## src/rtl/rm_pkg.sv

```systemverilog
// Package for the decade rate multiplier: the counter width, the counter
// modulus and the rule that assigns counter states to each select bit.
// Assumes a 4-bit decimal select word and a count from 0 to MODULUS-1.
package rm_pkg;
    localparam int DIGIT_W  = 4;
    localparam int MODULUS  = 10;
    localparam int LAST     = MODULUS - 1;
    localparam int GATED_HI = 8;          // states below this feed bits 3..1

    typedef logic [DIGIT_W-1:0] digit_t;

    // Tells whether counter state s belongs to the group of select bit w.
    // Group sizes are 8, 4, 2 and 1. Groups for bits 2 and 1 lie inside
    // the group for bit 3. Bits 2, 1 and 0 have no shared state.
    function automatic logic slot_hit(input int w, input digit_t s);
        logic low8;
        low8 = (int'(s) < GATED_HI);
        case (w)
            3:       slot_hit = low8;
            2:       slot_hit = low8 && s[0];
            1:       slot_hit = low8 && (s[1:0] == 2'b10);
            default: slot_hit = (int'(s) == GATED_HI);
        endcase
    endfunction
endpackage

```

## src/rtl/rm_decade_counter.sv

```systemverilog
// Decade counter with an asynchronous clear, a synchronous reset, a load of
// the last state and an active-low enable. Priority: clr, rst_n, preset,
// ce_n. Assumes clr is released away from the rising clock edge.
module rm_decade_counter
    import rm_pkg::*;
(
    input  logic   clk,
    input  logic   rst_n,
    input  logic   clr,
    input  logic   ce_n,
    input  logic   preset,
    output digit_t state,
    output logic   at_last
);
    localparam digit_t FIRST_ST = digit_t'(0);
    localparam digit_t LAST_ST  = digit_t'(LAST);

    digit_t state_q;

    // Counter register: clears at once on clr, steps on the rising edge otherwise.
    always_ff @(posedge clk or posedge clr) begin
        if (clr) begin
            state_q <= FIRST_ST;
        end else if (!rst_n) begin
            state_q <= FIRST_ST;
        end else if (preset) begin
            state_q <= LAST_ST;
        end else if (!ce_n) begin
            state_q <= (state_q == LAST_ST) ? FIRST_ST : state_q + digit_t'(1);
        end
    end

    // Terminal state decode.
    always_comb begin
        at_last = (state_q == LAST_ST);
    end

    assign state = state_q;
endmodule

```

## src/rtl/rm_pulse_select.sv

```systemverilog
// Combines the select word with the counter state. Each select bit enables
// its own group of states, and the result is the OR over all bits.
// Assumes the state is stable during the low phase of the clock.
module rm_pulse_select
    import rm_pkg::*;
(
    input  digit_t sel,
    input  digit_t state,
    output logic   pick
);
    logic [DIGIT_W-1:0] hit;

    // One gate per select bit, each tied to its own group of states.
    for (genvar b = 0; b < DIGIT_W; b++) begin : g_bit
        always_comb begin
            hit[b] = sel[b] & slot_hit(b, state);
        end
    end

    // Merge the per-bit results.
    always_comb begin
        pick = |hit;
    end
endmodule

```

## src/rtl/rm_out_gate.sv

```systemverilog
// Output stage. It lets a selected cycle through as the low half of the
// clock and applies strobe and cascade. Assumes state and pick change
// only while clk is high.
module rm_out_gate (
    input  logic clk,
    input  logic pick,
    input  logic strobe,
    input  logic cascade,
    output logic rate_o,
    output logic rate_n
);
    logic gated;

    // Clock-phase gating with the strobe inhibit.
    always_comb begin
        gated = pick & ~strobe & ~clk;
    end

    // True output takes the cascade override; the complement does not.
    always_comb begin
        rate_o = gated | cascade;
        rate_n = ~gated;
    end
endmodule

```

## src/rtl/bcd_rate_mult.sv

```systemverilog
// Top of the decade rate multiplier. Passes N of every ten input clocks to
// the rate output, with terminal count, preset, clear, strobe and cascade.
// Assumes inputs change while clk is high, away from both edges.
module bcd_rate_mult
    import rm_pkg::*;
(
    input  logic               clk,
    input  logic               rst_n,
    input  logic               clr,
    input  logic               ce_n,
    input  logic               preset,
    input  logic               strobe,
    input  logic               cascade,
    input  logic [DIGIT_W-1:0] sel,
    output logic               rate_o,
    output logic               rate_n,
    output logic               tc_o,
    output logic               tc_n
);
    digit_t state;
    logic   at_last;
    logic   pick;

    rm_decade_counter u_cnt (
        .clk     (clk),
        .rst_n   (rst_n),
        .clr     (clr),
        .ce_n    (ce_n),
        .preset  (preset),
        .state   (state),
        .at_last (at_last)
    );

    rm_pulse_select u_sel (
        .sel   (sel),
        .state (state),
        .pick  (pick)
    );

    rm_out_gate u_out (
        .clk     (clk),
        .pick    (pick),
        .strobe  (strobe),
        .cascade (cascade),
        .rate_o  (rate_o),
        .rate_n  (rate_n)
    );

    // Terminal count pair.
    always_comb begin
        tc_o = at_last;
        tc_n = ~at_last;
    end
endmodule

```

## config.mk

```make
export PLATFORM = sky130hd
export DESIGN_NAME = bcd_rate_mult
export DESIGN_NICKNAME = d
export VERILOG_FILES = /design/src/rtl/rm_pkg.sv /design/src/rtl/rm_decade_counter.sv /design/src/rtl/rm_pulse_select.sv /design/src/rtl/rm_out_gate.sv /design/src/rtl/bcd_rate_mult.sv
export SDC_FILE = /design/constraint.sdc
export NUM_CORES = 1
export LEC_CHECK = 0
export BUFFER_PORTS_ARGS = -buffer_cell sky130_fd_sc_hd__buf_2
export CAP_MARGIN = 20
export CORE_AREA = 3 3 40 42
export CTS_CLUSTER_DIAMETER = 40
export DETAILED_ROUTE_END_ITERATION = 16
export DIE_AREA = 0 0 43 45
export GPL_TIMING_DRIVEN = 0
export PLACE_DENSITY = 0.46
export SYNTH_ARGS = -nofsm -noshare
export SYNTH_HDL_FRONTEND = slang
export SYNTH_SLANG_ARGS = --single-unit
```

## constraint.sdc

```tcl
create_clock -name clk -period 3.8 [get_ports clk]
set_clock_uncertainty 0.15 [all_clocks]
set_input_delay 0.57 -clock clk [delete_from_list [all_inputs] [get_ports clk]]
set_output_delay 0.57 -clock clk [all_outputs]
set_load 0.02 [all_outputs]
```

Word level (Yosys, flattened, before mapping)
Index checks and enable logic that the tools add are counted.
Storage, ports and cells
  flip-flop bits (word level): 4
  bits of input ports: 11
  output and inout bits: 4
Cells by class
  add/sub/neg operators: 1
  order comparisons: 1
  equality and inequality tests: 4
  mux-type cells: 4
  bitwise logic cells: 11
  reduce and logical (&&, ||, !) cells: 3
Operators with widths (count)
  $mux 4: 4
  $eq 4x4->1 const B: 2
  $and 1x1->1: 6
  $add 4x1->4 const B: 1
  $lt 4x4->1 const B: 1
  $not 1->1: 4
  $reduce_or 4->1: 1
  $ne 3x2->1 const B: 1
  $eq 2x2->1 const B: 1
  $logic_and 1x1->1: 2
  $or 1x1->1: 1

Depth between registers and ports, before layout
  depth in word-level cells: 7
  mapped depth: 6
  depth with buffers taken out: 5

Hierarchy
A second synthesis with hierarchy kept.
Unflattened totals
  cell total of the unflattened synthesis: 32
  area total of the unflattened synthesis: 277.8 µm²
Modules (own cells, without submodules)
  rm_decade_counter: instances 1, cells each 24, area each 225.2 µm², sequential area each 100.1 µm²
  rm_pulse_select: instances 1, cells each 5, area each 33.8 µm², sequential area each 0.0 µm²
  rm_out_gate: instances 1, cells each 2, area each 15.0 µm², sequential area each 0.0 µm²
  bcd_rate_mult: instances 1, cells each 1, area each 3.8 µm², sequential area each 0.0 µm²

==> metrics.txt <==
status finished clean; CP Data Arrival Time 2.94 ns; Fin Setup TNS 0 ns; clk_lat worst skew 0.34 ns; dominant cell type by area after synthesis dfrtp_1; Sequential Power Share 0.171; hold path depth 2; synthesized flop and latch total 4; Worst R2R Path Depth 5; Non-Filler Cell Area, Final 561 um2; sw frac 0.305; final non-filler cell total 80; Synth Cell Area 324 um2; routability cong. 0.719; Slew headroom 0.826; vias in the first global route 449; flop-to-flop setup slack 2.42 ns; Syn Inst Count 34; Worst Path Required 3.08 ns; IO Port Bufs 14; dpl cells 63; Post-CTS Setup Repair Bufs 0; CP Capture Point rate_n; routed len/inst 11.9 um; final hold violations 0; cell area power density 492 nW/um2; DP Area 413 um2; starting density of the core 0.252; static leakage 0.279 nW; synth top area cells dfrtp_1 (31%), nand3b_4 (6.2%), nor3b_4 (5.8%), xnor2_1 (5.4%), a21oi_1 (4.6%); max FFs per register 4; Critical Path Start clk; Startpoint Class clock port; TritonCTS clock tree done; IO Pins 15; Worst setup EP type output pin; min-delay worst type in -> reg; Setup violations, final 0; GRT Total Usage 0.130; Rows 13; Pwr Total 0.276 mW; Slew @ Worst Pin 0.261 ns; Total Nets Final 75; largest net degree at the start of global routing 9; Syn-to-layout area delta 73.0%; final wirelength 952 um; initial drt markers 3; initial antenna violation count 0; Clock power frac 0.717; Clock Sinks 4; Comb power frac 0.112; Net Sw Power 0.0841 mW; core area 1280 um2; DRT Pass-1 Iters 4; register area share after synthesis 0.309; antenna cells 0; layout cells sized above 1 0.569; CP max FO 2; Detail Placement HPWL 552 um; post-synth cell types 22; P_int 0.191 mW; Syn Area/Cell 9.53 um2; gr ovfl total 0; Max-Cap Viols 0; Yosys top cell area share 0.309; via/cell ratio 4.54; RSZ-0062 raised after global routing false; die span in x 43 um; Slew Limit Fails 0; RR Endpoint u_cnt.state[1]; Clock transition at path regs 0.04 ns; crit path kind clk -> out; Die Ht 45 um; first-pass GRT wire length 1540 um; Antenna Nets Post-Route 0; peak supply drop 0.000230 V; die area 1940 um2; Via Count 363; Ys Warns 0; reg2reg start u_cnt.state[3]; drc violations 0; Syn Nets 45
[routing by layer]
layer / wire length, um / part of all wire / track usage
met3: 76 / 0.080 / 0.151
met4: 0 / 0 / 0.163
met1: 364 / 0.38 / 0.0949
met2: 511 / 0.54 / 0.156
met5: 0 / 0 / 0
[layout by cell type, fill, tap and decap left out, types with 2 or more instances in the layout]
cell type / netlist / routed
buf_4: 2 / 2
clkbuf_4: 0 / 12
xnor2_1: 2 / 2
nand2b_1: 2 / 2
a21oi_1: 3 / 3
buf_2: 0 / 13
inv_1: 2 / 2
nand2_1: 4 / 4
clkbuf_1: 0 / 2
dfrtp_1: 4 / 4
[kinds of logic (layout without fill, tap and decap cells)]
family	count (synthesis)	count (layout)	synth area share
muxes	1	1	0.0309
buffers and inverters	5	36	0.0811
and+or+nand+nor	14	14	0.328
xor gates and xnor gates	2	2	0.0541
DFF	4	4	0.309
AOI/OAI and AO/OA	8	8	0.197
[synthesized netlist by cell type]
master     instances
dfrtp_1            4
nand2_1            4
a21oi_1            3
buf_4              2
inv_1              2
nand2b_1           2
xnor2_1            2
a2111oi_2          1
a211o_1            1
a21oi_2            1
inv_2              1
mux2i_1            1
nand2_2            1
nand3b_1           1
nand3b_4           1
nor2_1             1
nor3b_1            1
nor3b_4            1
nor4b_1            1
o21a_1             1
o221ai_1           1
or3_1              1
[worst min-delay path by stage]
stage,start,end,slack [ns]
after detailed placement,clr,u_cnt.state[0],0.32
after floorplan,clr,u_cnt.state[0],0.19
final,preset,u_cnt.state[0],0.32
after global routing,preset,u_cnt.state[0],0.32
after CTS,preset,u_cnt.state[0],0.31
after global placement,clr,u_cnt.state[0],0.32
[critical path, stage by stage]
cell	delay (ns)
clkbuf_4	0.12
clkbuf_8	0.13
nor4b_4	0.23
clkbuf_4	0.18
clkbuf_4	0.13
a21oi_1	0.06
buf_2	0.17
[through the flow]
step,worst slack (ns),hold WS [ns],utilization
after CTS,0.116,0.311,0.436
final,0.142,0.315,0.436
after global routing,0.0903,0.322,0.436
after floorplan,0.610,0.186,-
after global placement,0.575,0.318,0.321
after detailed placement,0.575,0.319,0.321
[layout make-up]
cell class / instances / area (um2)
buffer: 2 / 15.0
clock buffer: 18 / 133
fill: 132 / 724
inverter: 3 / 11.3
multi-input combinational: 25 / 213
sequential: 4 / 100
tap: 15 / 18.8
timing repair buffer: 13 / 70.1
[power by group through the flow]
stage / sequential, mW / combinational (mW) / clock (mW)
2_1_floorplan: 0.0471 / 0.0191 / 0.0154
3_3_place_gp: 0.0474 / 0.0294 / 0.0194
3_5_place_dp: 0.0474 / 0.0294 / 0.0194
4_1_cts: 0.0469 / 0.0315 / 0.206
5_1_grt: 0.0474 / 0.0341 / 0.214
6_report: 0.0470 / 0.0309 / 0.198
[timing repair]
item	4_1_cts	5_1_grt
setup endpoints to repair	2	0
hold buffers	1	0
endpoints found under the hold margin	4	0
resized for setup	5	0
Power figures use the tool's default switching activity.
